`src/rtl/vwr_pkg.sv`:
```
package vwr_pkg;
  typedef enum logic [1:0] {
    PH_DARK = 2'd0,
    PH_RISE = 2'd1,
    PH_OPEN = 2'd2,
    PH_FALL = 2'd3
  } ramp_phase_e;
endpackage

```
`src/rtl/vwr_pos_counter.sv`:
```
module vwr_pos_counter #(
  parameter int POS_W = 11
) (
  input  logic             clk,
  input  logic             rst_n,
  input  logic             pix_en,
  input  logic             line_start,
  output logic [POS_W-1:0] cur_pos,
  output logic [POS_W-1:0] pos_q
);
  localparam logic [POS_W-1:0] POS_MAX = {POS_W{1'b1}};

  function automatic logic [POS_W-1:0] advance(input logic [POS_W-1:0] p);
    return (p == POS_MAX) ? p : p + 1'b1;
  endfunction

  assign cur_pos = line_start ? '0 : pos_q;

  always_ff @(posedge clk) begin
    if (!rst_n) begin
      pos_q <= '0;
    end else if (pix_en) begin
      pos_q <= advance(cur_pos);
    end else if (line_start) begin
      pos_q <= '0;
    end
  end
endmodule

```
`src/rtl/vwr_window_gate.sv`:
```
module vwr_window_gate #(
  parameter int POS_W = 11
) (
  input  logic [POS_W-1:0] cur_pos,
  input  logic [POS_W-1:0] open_cnt,
  input  logic [POS_W-1:0] close_cnt,
  input  logic             ext_sel,
  input  logic             ext_win,
  output logic             int_win,
  output logic             eff_win
);
  function automatic logic inside_span(input logic [POS_W-1:0] p,
                                       input logic [POS_W-1:0] lo,
                                       input logic [POS_W-1:0] hi);
    return (p >= lo) && (p < hi);
  endfunction

  assign int_win = inside_span(cur_pos, open_cnt, close_cnt);
  assign eff_win = int_win && (!ext_sel || ext_win);
endmodule

```
`src/rtl/vwr_ramp_gain.sv`:
```
module vwr_ramp_gain
  import vwr_pkg::*;
#(
  parameter int DATA_W   = 10,
  parameter int RAMP_LEN = 4,
  localparam int SHIFT   = $clog2(RAMP_LEN),
  localparam int LVL_W   = SHIFT + 1
) (
  input  logic              clk,
  input  logic              rst_n,
  input  logic              pix_en,
  input  logic              eff_win,
  input  logic [DATA_W-1:0] pix_in,
  output logic [DATA_W-1:0] pix_out,
  output logic              win_stat,
  output logic [LVL_W-1:0]  level,
  output ramp_phase_e       phase
);
  localparam logic [LVL_W-1:0] LVL_MAX = LVL_W'(RAMP_LEN);
  localparam int PROD_W = DATA_W + LVL_W;

  function automatic logic [LVL_W-1:0] step_level(input logic [LVL_W-1:0] l,
                                                  input logic up);
    if (up) return (l == LVL_MAX) ? l : l + 1'b1;
    return (l == '0) ? l : l - 1'b1;
  endfunction

  function automatic logic [DATA_W-1:0] scale(input logic [DATA_W-1:0] s,
                                              input logic [LVL_W-1:0] g);
    logic [PROD_W-1:0] prod;
    prod = {{LVL_W{1'b0}}, s} * {{DATA_W{1'b0}}, g};
    return prod[SHIFT +: DATA_W];
  endfunction

  function automatic ramp_phase_e classify(input logic [LVL_W-1:0] l,
                                           input logic up);
    if (l == '0) return PH_DARK;
    if (l == LVL_MAX) return PH_OPEN;
    return up ? PH_RISE : PH_FALL;
  endfunction

  logic [DATA_W-1:0] held_q;
  logic [DATA_W-1:0] sample;
  logic [LVL_W-1:0]  level_nxt;

  assign level_nxt = step_level(level, eff_win);
  assign sample    = eff_win ? pix_in : held_q;

  always_ff @(posedge clk) begin
    if (!rst_n) begin
      level    <= '0;
      held_q   <= '0;
      pix_out  <= '0;
      win_stat <= 1'b0;
      phase    <= PH_DARK;
    end else if (pix_en) begin
      level    <= level_nxt;
      pix_out  <= scale(sample, level_nxt);
      win_stat <= eff_win;
      phase    <= classify(level_nxt, eff_win);
      if (eff_win) held_q <= pix_in;
    end
  end
endmodule

```
`src/rtl/vid_window_ramp.sv`:
```
module vid_window_ramp
  import vwr_pkg::*;
#(
  parameter int DATA_W   = 10,
  parameter int POS_W    = 11,
  parameter int RAMP_LEN = 4
) (
  input  logic              clk,
  input  logic              rst_n,
  input  logic              pix_en,
  input  logic              line_start,
  input  logic [POS_W-1:0]  open_cnt,
  input  logic [POS_W-1:0]  close_cnt,
  input  logic              ext_sel,
  input  logic              ext_win,
  input  logic [DATA_W-1:0] pix_in,
  output logic [DATA_W-1:0] pix_out,
  output logic              win_stat
);
  localparam int LVL_W = $clog2(RAMP_LEN) + 1;

  logic [POS_W-1:0] cur_pos;
  logic [POS_W-1:0] pos_q;
  logic             int_win;
  logic             eff_win;
  logic [LVL_W-1:0] level;
  ramp_phase_e      phase;

  vwr_pos_counter #(.POS_W(POS_W)) u_pos (
    .clk        (clk),
    .rst_n      (rst_n),
    .pix_en     (pix_en),
    .line_start (line_start),
    .cur_pos    (cur_pos),
    .pos_q      (pos_q)
  );

  vwr_window_gate #(.POS_W(POS_W)) u_gate (
    .cur_pos   (cur_pos),
    .open_cnt  (open_cnt),
    .close_cnt (close_cnt),
    .ext_sel   (ext_sel),
    .ext_win   (ext_win),
    .int_win   (int_win),
    .eff_win   (eff_win)
  );

  vwr_ramp_gain #(.DATA_W(DATA_W), .RAMP_LEN(RAMP_LEN)) u_ramp (
    .clk      (clk),
    .rst_n    (rst_n),
    .pix_en   (pix_en),
    .eff_win  (eff_win),
    .pix_in   (pix_in),
    .pix_out  (pix_out),
    .win_stat (win_stat),
    .level    (level),
    .phase    (phase)
  );
endmodule

```
`config.mk`:
```
export PLATFORM = sky130hd
export DESIGN_NAME = vid_window_ramp
export DESIGN_NICKNAME = d
export VERILOG_FILES = /design/src/rtl/vwr_pkg.sv /design/src/rtl/vwr_pos_counter.sv /design/src/rtl/vwr_window_gate.sv /design/src/rtl/vwr_ramp_gain.sv /design/src/rtl/vid_window_ramp.sv
export SDC_FILE = /design/constraint.sdc
export NUM_CORES = 1
export LEC_CHECK = 0
export BUFFER_PORTS_ARGS = -buffer_cell sky130_fd_sc_hd__buf_2
export CAP_MARGIN = 15
export CELL_PAD_IN_SITES_DETAIL_PLACEMENT = 0
export CELL_PAD_IN_SITES_GLOBAL_PLACEMENT = 2
export CORE_ASPECT_RATIO = 0.7
export CORE_UTILIZATION = 37
export DETAILED_ROUTE_END_ITERATION = 16
export GPL_TIMING_DRIVEN = 0
export PLACE_DENSITY_LB_ADDON = 0.1
export RECOVER_POWER = 25
export SLEW_MARGIN = 20
export SYNTH_ARGS = -nofsm -noshare
export SYNTH_HDL_FRONTEND = slang
export SYNTH_SLANG_ARGS = --single-unit
export TNS_END_PERCENT = 10
```
`constraint.sdc`:
```
create_clock -name clk -period 9.6 [get_ports clk]
set_input_delay 0.48 -clock clk [delete_from_list [all_inputs] [get_ports clk]]
set_output_delay 0.48 -clock clk [all_outputs]
set_load 0.01 [all_outputs]
```
* Word-level counts from Yosys, hierarchy flattened
Cells that the tools add are included.
** Cells by class
- $add $sub $neg :: 3
- $mul :: 1
- Div/mod/pow operators :: 0
- $lt $le $gt $ge :: 2
- Equal/unequal tests :: 2
- Shift-type cells :: 0
- Multiplexer cells :: 9
- Bitwise operators :: 0
- Reduce and logical (&&, ||, !) cells :: 5
** Operator list (count)
- 2-to-1 mux 11 bit :: 3
- multiplier 10 x 3 -> 12 bit :: 1
- 2-to-1 mux 3 bit :: 4
- adder 11 x 1 -> 11 bit, second input constant :: 1
- equality test 11 bit, second input constant :: 1
- greater-or-equal comparator 11 bit :: 1
- less-than comparator 11 bit :: 1
- 2-to-1 mux 10 bit :: 1
- adder 3 x 1 -> 3 bit, second input constant :: 1
- equality test 3 bit, second input constant :: 1
- zero test 3 bit :: 1
- subtractor 3 x 1 -> 3 bit, second input constant :: 1
- logical AND 1 bit :: 2
- zero test 1 bit :: 1
- logical OR 1 bit :: 1
- 2-to-1 mux 1 bit :: 1
** Storage, ports and cells
- Register bits after elaboration :: 35
- Bits in latches :: 0
- Memory bits (writable) :: 0
- ROM bits :: 0
- Input bits :: 38
- Memories kept :: 0

* Longest topological paths before layout
- Depth in word-level cells :: 7
- Mapped depth :: 26
- Mapped depth without buffers :: 24

* Cells and area by module
A second synthesis with hierarchy kept.
** Unflattened totals
- Cells, all modules :: 404
- Area, all modules :: 3165.5 sq um
** By module, submodules not included
- vwr_ramp_gain :: instances 1, cells each 249, area an instance 1970.6 sq um, seq. area each 520.5 sq um
- vwr_pos_counter :: instances 1, cells each 78, area an instance 649.4 sq um, seq. area each 220.2 sq um
- vwr_window_gate :: instances 1, cells each 77, area an instance 545.5 sq um, seq. area each 0.0 sq um

* Worst setup path after synthesis
OpenSTA, ideal clock, no wires.
- Kind :: input -> register
- From :: input line_start
- To :: register u_ramp.pix_out[8]
- Setup time :: 76 ps
- Arrival time :: 5209 ps
- Data required time :: 9524 ps
- Path slack :: 4315 ps
- Stages on the path :: 24
- Path buffers :: 2
- Cell sequence :: clkbuf_1 nor2b_1 ha_1 a21o_1 a21o_1 a21oi_1 o41ai_2 o221ai_2 mux4_2 buf_2 nor2b_1 fa_1 ha_1 inv_1 fa_1 nor2b_1 o21ai_0 a21boi_0 o21ai_0 a21boi_0 o21a_1 nor3_1 nand3b_1 a21boi_0
** On the way
- Word-level cells in the longest chain between the ends :: 7
- Elaborated cells on any way between the ends :: 9
- Classes of those cells :: mul: 1; order compare: 2; mux: 4; reduce/logical: 2
** RTL lines
- from (decl) :: line vid_window_ramp.sv:11 : input logic line_start,
- 2-to-1 mux 11 bit *
- greater-or-equal comparator 11 bit or less-than comparator 11 bit (tied branches) :: line vwr_window_gate.sv:15 : return (p >= lo) && (p < hi);
- logical AND 1 bit * :: line vwr_window_gate.sv:15
- logical AND 1 bit * :: line vwr_window_gate.sv:19 : assign eff_win = int_win && (!ext_sel || ext_win);
- 2-to-1 mux 1 bit :: line vwr_ramp_gain.sv:24 : if (up) return (l == LVL_MAX) ? l : l + 1'b1;
- 2-to-1 mux 3 bit :: line vwr_ramp_gain.sv:25 : return (l == '0) ? l : l - 1'b1;
- multiplier 10 x 3 -> 12 bit * :: line vwr_ramp_gain.sv:31 : prod = {{LVL_W{1'b0}}, s} * {{DATA_W{1'b0}}, g};
- to (signal assigned) :: line vwr_ramp_gain.sv:58 : pix_out <= scale(sample, level_nxt);
- to (decl) :: line vwr_ramp_gain.sv:14 : output logic [DATA_W-1:0] pix_out,
Every way passes the cells marked *; elsewhere a longest branch is shown, timed or not.
A chain may end at the register's enable or synchronous reset.

* Final worst setup path
Same ends and word-level chain as after synthesis.

==> results.md <==
### Die
* area of the die: 8630 um2
* vertical die dimension: 78.0 um
* number of top-level pins: 49
* Initial Utilization: 38.5%
* num rows: 27
* Die Width: 111 um
* core area: 7940 um2

### Clock tree
* source-to-sink clock delay at the later pin of the worst-skew pair: 0.28 ns
* Longest Clk Path Bufs: 2
* clock root cell: sky130_fd_sc_hd__clkbuf_16
* CTS tree: yes
* clk slew on worst S/H paths: 0.06 ns
* hold-fix buffers at CTS: 0
* number of levels in the clock H-tree: 2
* number of gates resized after CTS: 0
* clk sinks: 35
* total clock buffers created by CTS: 5
* Setup Fix Bufs, Post-CTS: 0

### Logic synthesis
* mean post-synth cell area: 8.37 um2
* Yosys warning total: 0
* share of the yosys chip area belonging to registers: 22.9%
* Post-Syn Area: 3060 um2
* synthesized flop and latch total: 35
* Post-synth EDFFs: 0
* post-synth top area share: 22.9%
* number of library cell types mapped by synthesis: 49
* area leader, netlist: sky130_fd_sc_hd__dfxtp_1
* number of standard cells after synthesis: 365
* largest cells by area after synthesis: sky130_fd_sc_hd__dfxtp_1, sky130_fd_sc_hd__ha_1, sky130_fd_sc_hd__nor2b_1, sky130_fd_sc_hd__mux2i_1, sky130_fd_sc_hd__fa_1
* proportion of synthesized flip-flops having asynchronous set or reset: 0%
* Synthesized Nets: 443
* top_reg_cell synth: sky130_fd_sc_hd__dfxtp_1

### Drt
* average routed wire per standard cell: 13.8 um
* wire length reported by the detailed router: 7.17 mm
* DRC marker count from the first detailed-route iteration: 73
* Detail Route Antenna Nets: 0
* detailed-router iteration count before antenna repair: 4
* DRC: 0
* number of vias per cell after detailed routing: 4.88
* vias after detailed routing: 2,545

### Timing
* number of max-slew violations in the final report: 0
* unrepaired setup endpoints after global routing: no
* Setup Viol. Count Final: 0
* worst slew slack as a fraction of its limit: 59.0%
* highest achievable clock rate: 0.153 GHz
* Tmin final: 6.56 ns
* share of the cycle needed by the critical path after routing: 68.3%
* worst-margin pin slew: 0.598 ns
* final clock skew: 0.00514 ns
* count of final hold-check violations: 0
* Setup TNS: 0 ns

### Status
* result of the run: finished clean

### Critical path
* Data required, critical path: 9.81 ns
* Worst Path Arrival: 6.77 ns
* critical path class: in -> reg
* Worst Setup End Kind: register
* count of cells along the worst register-to-register path: 22
* critical path startpoint category: primary input
* maximum fanout along the worst path: 10

### Global route
* pin count of the biggest net entering global routing: 12
* number of global-route vias before repair: 2,334
* first-pass GRT wire length: 11.9 mm
* overall overflow remaining after global route: 0
* number of antenna violations at the first check in global routing: 0
* total routing usage reported by global routing: 17.8%

### Cells and area
* fin cells: 521
* Antenna Diode Count: 0
* final core occ: 45.1%
* combined area of the multi-input logic cells: 2130 um2
* footprint of the flip-flops and latches: 701 um2
* fraction of layout instances using a drive strength above 1: 14.5%
* net count of the finished layout: 497
* Area growth syn-to-layout: 17.1%
* cell area after layout: 3580 um2
* # fillers: 811

### Placement
* count of buffers inserted at the top-level ports: 47
* # placed instances: 513
* final RePlAce weighted congestion: 0.771
* detailed placer's ending HPWL: 5.78 mm
* placed cell area: 3420 um2

### Hold path
* type of the most critical hold path: in -> reg
* number of cells on the worst hold path: 3

### Pwr
* total power: 0.000400 W
* IR Drop Worst-Case VDD: 0.0833 mV
* Power per Cell Area: 112 nW/um2
* leakage power: 1.81 nW

### Run
* number of max-capacitance violations reported: 0

-- final timing paths --
kind	startpoint	end	slack [ns]
hold reg to reg	u_ramp.pix_out[8]	u_ramp.pix_out[8]	0.48
setup / recovery	line_start	u_ramp.pix_out[8]	3.04
hold / removal	pix_in[2]	u_ramp.held_q[2]	0.47
setup reg to reg	u_pos.pos_q[10]	u_ramp.pix_out[8]	3.50
-- cells in the mapped netlist, types with 2 or more instances --
master and n:
sky130_fd_sc_hd__nand2b_1 11, sky130_fd_sc_hd__clkbuf_1 7, sky130_fd_sc_hd__nor2b_1 40, sky130_fd_sc_hd__mux2_2 5, sky130_fd_sc_hd__inv_1 41, sky130_fd_sc_hd__and2_1 7
sky130_fd_sc_hd__fa_1 9, sky130_fd_sc_hd__xnor2_1 9, sky130_fd_sc_hd__xor2_1 4, sky130_fd_sc_hd__o211a_1 2, sky130_fd_sc_hd__buf_2 4, sky130_fd_sc_hd__o21ai_1 2
sky130_fd_sc_hd__a21oi_1 12, sky130_fd_sc_hd__a21o_1 7, sky130_fd_sc_hd__or2_1 3, sky130_fd_sc_hd__and3_1 5, sky130_fd_sc_hd__a311oi_1 2, sky130_fd_sc_hd__o21ai_0 10
sky130_fd_sc_hd__a31oi_1 2, sky130_fd_sc_hd__a21boi_0 6, sky130_fd_sc_hd__nand3b_1 2, sky130_fd_sc_hd__nand3_1 8, sky130_fd_sc_hd__mux2i_1 23, sky130_fd_sc_hd__nand2_1 28
sky130_fd_sc_hd__buf_4 2, sky130_fd_sc_hd__nand4_1 5, sky130_fd_sc_hd__inv_2 3, sky130_fd_sc_hd__o21a_1 3, sky130_fd_sc_hd__nor2_1 15, sky130_fd_sc_hd__nor3_1 4
sky130_fd_sc_hd__ha_1 31, sky130_fd_sc_hd__nor3b_1 2, sky130_fd_sc_hd__dfxtp_1 35
-- per-layer routing --
layer,vias up,global-route usage [%],wire length (um)
met5,-,0,0
met4,0,4.80,76
met3,7,3.94,512
met2,67,23.3,2540
met1,1131,28.1,4040
li1,1340,-,-
-- worst max-delay path, cell delays in order --
cell,delay (ns)
sky130_fd_sc_hd__buf_2,0.18
sky130_fd_sc_hd__clkbuf_1,0.42
sky130_fd_sc_hd__nor2b_1,0.17
sky130_fd_sc_hd__ha_1,0.38
sky130_fd_sc_hd__a221oi_1,0.41
sky130_fd_sc_hd__o41ai_1,0.16
sky130_fd_sc_hd__a311oi_1,0.54
sky130_fd_sc_hd__o221ai_2,0.32
sky130_fd_sc_hd__buf_4,0.28
sky130_fd_sc_hd__mux2i_1,0.50
sky130_fd_sc_hd__nor2_1,0.16
sky130_fd_sc_hd__fa_1,0.54
sky130_fd_sc_hd__ha_1,0.17
sky130_fd_sc_hd__inv_1,0.05
sky130_fd_sc_hd__fa_1,0.38
sky130_fd_sc_hd__nor2b_1,0.18
sky130_fd_sc_hd__o21ai_0,0.11
sky130_fd_sc_hd__a21boi_0,0.27
sky130_fd_sc_hd__o21ai_0,0.15
sky130_fd_sc_hd__a21boi_0,0.30
sky130_fd_sc_hd__o21a_1,0.21
sky130_fd_sc_hd__nor3_1,0.05
sky130_fd_sc_hd__nand3b_1,0.15
sky130_fd_sc_hd__a21boi_0,0.18
-- per-stage QoR --
stage	hold slack [ns]	setup WS [ns]
after floorplan	0.454	4.31
after global placement	0.458	2.77
after detailed placement	0.473	2.85
after CTS	0.463	3.08
after global routing	0.478	2.54
final	0.467	3.04
-- final cells by class --
cell class	instances	share of cell area [%]
multi-input combinational	273	59.5
inverter	44	4.62
clock inverter	2	0.979
clock buffer	6	3.88
buffer	13	1.71
sequential	35	19.6
tap	101	3.53
timing repair buffer	47	6.19
-- power breakdown --
| part | leakage [nW] | total [W] | internal (W) | switching [W] |
|---|---|---|---|---|
| Sequential | 0.283 | 0.000149 | 0.000148 | 0.00000153 |
| Clock | 0.0868 | 0.000194 | 0.000129 | 0.0000646 |
| Combinational | 1.44 | 0.0000572 | 0.0000237 | 0.0000335 |
-- state kept, by name (all words and copies together) (netlist names) --
signal and count:
u_ramp.win_stat 1, u_pos.pos_q 11, u_ramp.pix_out 10, u_ramp.level 3
u_ramp.held_q 10
-- placed cells by master, fill, tap and decap left out, types with 5 or more instances in the layout --
| cell | n |
|---|---|
| sky130_fd_sc_hd__inv_1 | 41 |
| sky130_fd_sc_hd__nor2b_1 | 40 |
| sky130_fd_sc_hd__buf_2 | 40 |
| sky130_fd_sc_hd__dfxtp_1 | 35 |
| sky130_fd_sc_hd__ha_1 | 31 |
| sky130_fd_sc_hd__nand2_1 | 28 |
| sky130_fd_sc_hd__mux2i_1 | 23 |
| sky130_fd_sc_hd__clkbuf_1 | 18 |
| sky130_fd_sc_hd__nor2_1 | 15 |
| sky130_fd_sc_hd__a21oi_1 | 12 |
| sky130_fd_sc_hd__nand2b_1 | 11 |
| sky130_fd_sc_hd__o21ai_0 | 10 |
| sky130_fd_sc_hd__xnor2_1 | 9 |
| sky130_fd_sc_hd__fa_1 | 9 |
| sky130_fd_sc_hd__nand3_1 | 8 |
| sky130_fd_sc_hd__a21o_1 | 7 |
| sky130_fd_sc_hd__and2_1 | 7 |
| sky130_fd_sc_hd__a21boi_0 | 6 |
| sky130_fd_sc_hd__nand4_1 | 5 |
| sky130_fd_sc_hd__and3_1 | 5 |
| sky130_fd_sc_hd__mux2_2 | 5 |
| sky130_fd_sc_hd__clkbuf_16 | 5 |
-- cells by family after synthesis --
logic type / Yosys count / synth area share (%)
AO/OA/AOI/OAI: 57 / 13.1
XOR/XNOR: 14 / 4.46
adder cells (fa/ha/maj): 40 / 18.6
buffers and inverters: 57 / 7.41
flip-flops: 35 / 22.9
multiplexers: 29 / 10.1
AND/OR/NAND/NOR: 133 / 23.5
Power figures use the tool's default switching activity.
